`src/rtl/dl_bitmsg_rx.sv`:
```
module dl_bitmsg_rx (
  input  logic       clk,
  input  logic       rst_n,
  input  logic       dl_bit,
  input  logic       dl_valid,
  input  logic       reg_wr,
  input  logic       reg_rd,
  input  logic [2:0] reg_addr,
  input  logic [7:0] reg_wdata,
  output logic [7:0] reg_rdata,
  output logic       irq
);
  localparam logic [2:0] CFG_A = 3'd0, ST_A = 3'd1, IEN_A = 3'd2, BUF0_A = 3'd3, BUF1_A = 3'd4;
  localparam int CNT_W = 7;

  logic [14:0]      sr;
  logic             lock, have_cw, ptr, cor;
  logic [3:0]       slot;
  logic [5:0]       last_msg;
  logic [CNT_W-1:0] reps, limit;
  logic [7:0]       buf0, buf1;
  logic [2:0]       st, ien;

  wire [15:0] nxt = {sr, dl_bit};
  wire [5:0]  msg = nxt[14:9];
  wire cw_hit   = dl_valid && !nxt[15] && !nxt[8] && nxt[7:0] == 8'hFF;
  wire at_slot  = slot == 4'd15;
  wire acc      = cw_hit && (!lock || at_slot);
  wire abort_ev = dl_valid && have_cw && (&nxt);
  wire idle_ev  = dl_valid && !lock && nxt[7:0] == 8'h7E;
  wire [CNT_W-1:0] reps_n = (have_cw && msg == last_msg) ? reps + 7'd1 : 7'd1;
  wire eot_ev   = acc && limit != '0 && reps_n >= limit;
  wire [2:0] ev = {eot_ev, abort_ev, idle_ev};
  wire st_hit   = reg_addr == ST_A;
  wire [2:0] clr = (cor && reg_rd && st_hit) ? 3'b111 :
                   (!cor && reg_wr && st_hit) ? reg_wdata[2:0] : 3'b000;

  assign irq = |(st & ien);

  always_ff @(posedge clk) begin
    if (!rst_n) begin
      sr <= '0; lock <= 1'b0; have_cw <= 1'b0; slot <= '0;
      last_msg <= '0; reps <= '0; limit <= '0; ptr <= 1'b1;
      buf0 <= '0; buf1 <= '0; st <= '0; ien <= '0; cor <= 1'b0;
    end else begin
      if (dl_valid) begin
        sr   <= nxt[14:0];
        slot <= slot + 4'd1;
      end
      if (acc) begin
        lock     <= 1'b1;
        have_cw  <= 1'b1;
        slot     <= '0;
        last_msg <= msg;
        reps     <= eot_ev ? '0 : reps_n;
        ptr      <= ~ptr;
        if (ptr) buf0 <= {1'b0, msg, 1'b0};
        else     buf1 <= {1'b0, msg, 1'b0};
      end else if (abort_ev) begin
        lock    <= 1'b0;
        have_cw <= 1'b0;
        reps    <= '0;
      end else if (dl_valid && lock && at_slot) begin
        lock <= 1'b0;
      end
      st <= (st & ~clr) | ev;
      if (reg_wr) begin
        case (reg_addr)
          CFG_A: limit <= reg_wdata[6:0];
          IEN_A: begin ien <= reg_wdata[2:0]; cor <= reg_wdata[7]; end
          default: ;
        endcase
      end
    end
  end

  always_comb begin
    case (reg_addr)
      CFG_A:   reg_rdata = {ptr, limit};
      ST_A:    reg_rdata = {5'b0, st};
      IEN_A:   reg_rdata = {cor, 4'b0, ien};
      BUF0_A:  reg_rdata = buf0;
      BUF1_A:  reg_rdata = buf1;
      default: reg_rdata = 8'h00;
    endcase
  end
endmodule


```
`config.mk`:
```
export PLATFORM = sky130hd
export DESIGN_NAME = dl_bitmsg_rx
export DESIGN_NICKNAME = d
export VERILOG_FILES = /design/src/rtl/dl_bitmsg_rx.sv
export SDC_FILE = /design/constraint.sdc
export NUM_CORES = 1
export LEC_CHECK = 0
export ABC_AREA = 0
export BUFFER_PORTS_ARGS = -buffer_cell sky130_fd_sc_hd__buf_2
export CORE_MARGIN = 2
export CORE_UTILIZATION = 59
export DETAILED_ROUTE_END_ITERATION = 10
export GPL_TIMING_DRIVEN = 0
export PLACE_DENSITY = 0.76
export SLEW_MARGIN = 5
export SYNTH_ARGS = -nofsm -noshare
export SYNTH_HDL_FRONTEND = slang
export SYNTH_SLANG_ARGS = --single-unit
```
`constraint.sdc`:
```
create_clock -name clk -period 2.6 [get_ports clk]
set_input_delay 0.13 -clock clk [delete_from_list [all_inputs] [get_ports clk]]
set_output_delay 0.13 -clock clk [all_outputs]
set_load 0.05 [all_outputs]
```
======== Word-level counts from Yosys, hierarchy flattened ========
Cells that the tools add are included.
word-level totals
  output and inout bits ................... 9
  logic and storage cells ................. 75
  bits in registers ....................... 61
  bits in latches ......................... 0
  memories kept ........................... 0
  RAM bits ................................ 0
  bits in read-only memories .............. 0
cells by class
  magnitude comparators ................... 1
  multiplexer cells ....................... 12
  add/subtract/negate cells ............... 2
  divide/modulo/power cells ............... 0
  bitwise gates (word level) .............. 6
  reductions and logical operators ........ 33
  eq/ne operators ......................... 8
  $mul .................................... 0
  shift-type cells ........................ 0
operators with widths
  cell                                                              count
  8-bit case mux with 5 select lines                                1
  7-bit two-way mux                                                 4
  1-bit logical AND                                                 17
  16-bit AND reduction                                              1
  8-bit by 7-bit == test with 1-bit output (second input constant)  1
  8-bit == test (second input constant)                             1
  2-bit AND reduction                                               4
  7-bit by 1-bit adder with 7-bit output (second input constant)    1
  7-bit >= comparator                                               1
  7-bit nonzero test                                                1
  3-bit bitwise AND                                                 2
  3-bit by 2-bit == test with 1-bit output (second input constant)  2
  6-bit == test                                                     1
  3-bit two-way mux                                                 2
  1-bit two-way mux                                                 5
  4-bit by 1-bit adder with 4-bit output (second input constant)    1
  4-bit == test (second input constant)                             1
  1-bit logical NOT                                                 4
  3-bit by 1-bit == test with 1-bit output (second input constant)  1
  3-bit == test (second input constant)                             1
  3-bit logical NOT                                                 1
  3-bit NOT                                                         1
  3-bit bitwise OR                                                  1
  3-bit nonzero test                                                1
  5 further kinds                                                   6

======== Longest topological paths before layout ========
  depth in word-level cells ............... 9
  gate-level depth with buffers ........... 11
  gate-level depth less buffers ........... 10

======== Least setup slack after synthesis ========
No wires, ideal clock.
  path type ............................... reg-to-reg
  start point ............................. register sr[10]
  end point ............................... register reps[1]
  cell stages (with the launch flop) ...... 12
  slack ................................... 0.293 ns
  required time ........................... 2.484 ns
  arrival time ............................ 2.191 ns
  path through ............................ dfxtp_1 -> buf_6 -> xor2_1 -> nor4_2 -> nand3_2 -> nor2_1 -> ha_1 -> nand2_1 -> o21ai_0 -> a21oi_1 -> or2_2 -> a41o_1
between the ends
  longest elaborated chain between the ends .. 7
RTL lines
  element                   line  text
  start: declaration        16    logic [14:0] sr;
  start signal: assignment  47    sr <= nxt[14:0];
  6-bit == test             31    wire [CNT_W-1:0] reps_n = (have_cw && msg == last_msg) ? reps + 7'd1 : 7'd1;
  1-bit logical AND         31
  7-bit two-way mux         31
  7-bit >= comparator       32    wire eot_ev = acc && limit != '0 && reps_n >= limit;
  1-bit logical AND         32
  7-bit two-way mux         55    reps <= eot_ev ? '0 : reps_n;
  7-bit two-way mux         50    if (acc) begin
  end signal: assignment    55
  end: declaration          20    logic [CNT_W-1:0] reps, limit;
Several ways; a longest one is shown, not always the timed one.
A chain may end at the register's enable or synchronous reset.

======== Worst setup path after layout ========
  start point ............................. register sr[8]
  end point ............................... register reps[5]
Same word-level chain as after synthesis.

==> impl.org <==
** Final layout
- Once layout is done, the placed cells without fillers occupy 3582 sq um.
- Area of combinational cells with multiple inputs :: 1715 sq um
- The filler cells instantiated in the layout total 414.
- From synthesis to final layout, the design area changed by 16.57%.
- 0 antenna diodes ended up in the layout.
- Net total in the final layout :: 405
- In the final layout, the share of cells above drive strength 1 is 21.88%.
- Excluding fillers, the count of instances in the completed layout stands at 454.
- Final standard cell utilization of the core :: a little over two thirds
- Footprint of the flip-flops and latches :: ~1200 sq um

** STA
- Least-Margin Pin Slew :: ~0.79 ns
- # setup viols final :: 0
- The worst path needs roughly 2.5 ns of the cycle, external delays included.
- Worst Hold Margin :: 0.02577 ns
- Final clock skew :: 0.006842 ns
- The number of pins with negative max-slew slack in the final report came to 0.
- Timing-limited maximum frequency :: 407.2 MHz
- Relative max-transition margin :: 47.00%
- Final period util :: 94.46%
- Final number of hold-violating endpoints :: 0

** Yosys
- Post-Syn Nets :: ~370
- For this run, asynchronously set or reset flops after synthesis account for 0%.
- Yosys mapped the design onto 53 distinct sky130hd cell types.
- For this run, the number of Yosys warnings is 0.
- Number of enable flip-flop cells after synthesis :: 0
- Main synth FF type :: sky130_fd_sc_hd__dfxtp_1
- In this run the cell area of the synthesized design comes to about 3100 sq um.
- Counting every instance in the synthesized netlist gives roughly 340.
- Register area share after synthesis :: 39.74%
- Post-synthesis area per instance :: 8.959 sq um
- Number of flip-flops and latches in the synthesized netlist :: just over 60

** Worst hold path
- Hold WC Path Type :: input port to register
- Launch instance of the worst min-delay path :: reg_wdata[7]

** Clocking
- Largest buffer count on any clock path :: 2
- TritonCTS sink count :: just over 60
- Clock root cell :: sky130_fd_sc_hd__clkbuf_8
- TritonCTS clock tree :: yes
- Clock latency reported for the late side of the worst-skew pair :: 0.34 ns
- Post-cts hold buffer count :: 0
- Clock-pin slew was measured on the worst setup and hold paths at 0.07 ns.
- The clock tree synthesis step divided the H-tree into 3 levels.
- Number of buffers inserted during clock tree synthesis :: 9

** Routing
- Dividing the detail-routed via count by the number of cells gives 5.542.
- Number of detailed-routing iterations run before antenna repair :: 4
- Antenna-violating nets left :: 0
- Post-Route WL :: ~6600 um
- After the first detailed-routing iteration, the DRC count stood at between 100 and 150.
- WL per Instance :: 14.53 um
- Across all layers, the routed design uses 2516 vias.
- Number of design rule violations left after detail routing :: 0

** Placement
- Final weighted congestion in routability-driven placement :: 0.8615
- Once placement finished, the instance area stood at 3276 sq um.
- Inst Count DP :: around 440
- Port buffering added 23 buffers.
- DP Wirelength :: approximately 4900 um

** Power
- Power density cells :: approximately 560 nW/um^2
- For this design the static power due to leakage is 1.576 nW.
- Worst supply voltage drop on vdd :: ~0.45 mV

** Floorplan
- Die outline height :: 76.17 um
- Total die area :: 5802 sq um
- The region available for standard cell placement spans 5075 sq um.
- Ports placed on the boundary :: 26
- Measured along the x axis, the die boundary spans 76.17 um.
- The floorplan has 26 rows.
- Once the floorplan was initialized, standard cells occupied a little over 60% of the core.

** Worst setup path
- Reg-to-reg critical path startpoint :: sr[8]$_SDFFE_PN0P_
- In this run the worst setup path begins at sr[8]$_SDFFE_PN0P_.
- On the worst path, the slowest cell contributes a delay of about 0.32 ns.
- Endpoint arrival time on the critical path :: 2.74 ns
- Highest-delay cell along the critical path :: sky130_fd_sc_hd__nor4_2
- The signal on the critical path passes through buf_2 > xor2_1 > nor4_2 > and3_1 > and2_1 > ha_1 > a21oi_1 > o21ai_1 > a21oi_2 > or2_4 > a41o_1.
- The worst setup path is launched from a register.
- Critical Path RT :: 2.88 ns
- Largest driver fanout on the critical path :: 7
- STA classifies the critical path endpoint as a register.
- The critical path is of the register to register type.

** Global routing
- The initial antenna violation count was 0.
- Residual overflow from global routing :: 0
- Entering global routing, the biggest net connects 11 pins.
- Wire length of the first global-routing pass :: 11100 um
- The via count of the first global-routing pass is 2364.
- Across every metal layer, demand over resource in global routing totals 24.27%.

** Job
- Maximum Capacitance Violations :: 0

** Outcome
- The run finished with clean final reports.
==> synth_stat cells, drive strengths merged (3+ instances only) <==
| cell | instances | area, sq um |
|---|---|---|
| a21oi | 21 | 108.9 |
| a22oi | 3 | 22.52 |
| a41o | 5 | 50.05 |
| and2 | 4 | 30.03 |
| and3 | 7 | 43.79 |
| buf | 11 | 83.83 |
| clkbuf | 12 | 60.06 |
| dfxtp | 61 | 1221 |
| ha | 9 | 112.6 |
| inv | 10 | 37.54 |
| mux2i | 40 | 400.4 |
| nand2 | 36 | 135.1 |
| nand3 | 10 | 65.06 |
| nand4 | 5 | 37.53 |
| nor2 | 48 | 180.2 |
| nor3 | 7 | 40.04 |
| nor3b | 3 | 27.52 |
| o21ai | 14 | 73.82 |
| xor2 | 13 | 113.9 |
==> per-layer routing <==
layer	share of wire, %	global-route usage, %	vias to the layer above
met5	0	0	-
met3	4.0	5.095	16
li1	-	-	1264
met2	47	39.64	50
met4	3.0	13.82	0
met1	46	29.83	1186
==> power breakdown <==
part	internal, mW	leakage (nW)	switching (mW)
Combinational	0.0486	0.967	0.0729
Sequential	0.943	0.492	0.00836
Clock	0.589	0.116	0.361
Total	1.58	1.58	0.443
==> critical path, delay by kind of cell, from the launching register on <==
family | cells | cell delay (ns)
AOI/OAI and AO/OA | 4 | 0.61
xor gates and xnor gates | 1 | 0.16
adders and majority gates | 1 | 0.24
buffers and inverters | 1 | 0.17
DFF | 1 | 0.30
and+or+nand+nor | 4 | 0.92
==> cell type report <==
class	instances	share of cell area (%)
well taps	70	2.445
flip-flops and latches	61	34.09
clock buffers	12	4.331
inverters	11	1.537
repair buffers	25	3.737
plain buffers	23	4.017
clock inverters	4	1.956
multi-input cells	248	47.89
==> timing repair <==
| item | CTS | global route |
|---|---|---|
| setup buffers | 2 | 0 |
| pin swaps | 3 | 2 |
| gates resized for setup | 9 | 9 |
| endpoints found under the setup margin | 6 | 8 |
==> layout by cell type (no fill, tap or decap), drive strengths merged, types with 2 or more instances in the layout <==
master  synthesis  layout
nor2           48      48
a41o            5       5
clkbuf         12      24
nor2b           2       2
buf            11      36
bufinv          1       3
and3            7       7
mux2i          40      40
inv            10      10
nor3b           3       3
o21a            2       2
o22ai           2       2
a22oi           3       3
nand3          10      10
dfxtp          61      61
and2            4       4
ha              9       9
nand2          36      36
o21ai          14      14
nor3            7       7
xor2           13      13
nor4            2       2
or2             2       2
clkinv          0       2
a21oi          21      21
nand4           5       5
a31oi           2       2
==> cell families after synthesis <==
kind of cell / share of synthesized area (%)
AOI/OAI and AO/OA: 11.64
and+or+nand+nor: 20.36
xor gates and xnor gates: 3.990
DFF: 39.74
muxes: 14.13
buffers and inverters: 6.474
adders and majority gates: 3.665
==> path summary, 6_finish.rpt <==
path	endpoint	slack, ns	cells past startpoint
max	reps[5]$_SDFFE_PN0P_	0.14	11
min	cor$_SDFFE_PN0P_	0.03	3
max reg2reg	reps[5]$_SDFFE_PN0P_	0.14	11
min reg2reg	last_msg[3]$_SDFFE_PN0P_	0.47	2
==> per-stage QoR <==
step | power, mW | setup WS [ns] | setup TNS, ns
3_3_place_gp | 1.088 | -0.01536 | -0.05359
3_5_place_dp | 1.090 | -0.05995 | -0.2789
2_1_floorplan | 1.052 | 0.2928 | 0
5_1_grt | 2.089 | -0.001357 | -0.001357
6_report | 2.023 | 0.1441 | 0
4_1_cts | 2.040 | 0.02863 | 0
==> state kept, by name (all words and copies together), names as in the netlist, 3 cells and up <==
register / cells
reps: 7
buf0: 6
slot: 4
st: 3
ien: 3
last_msg: 6
limit: 7
sr: 15
buf1: 6
Power figures use the tool's default switching activity.
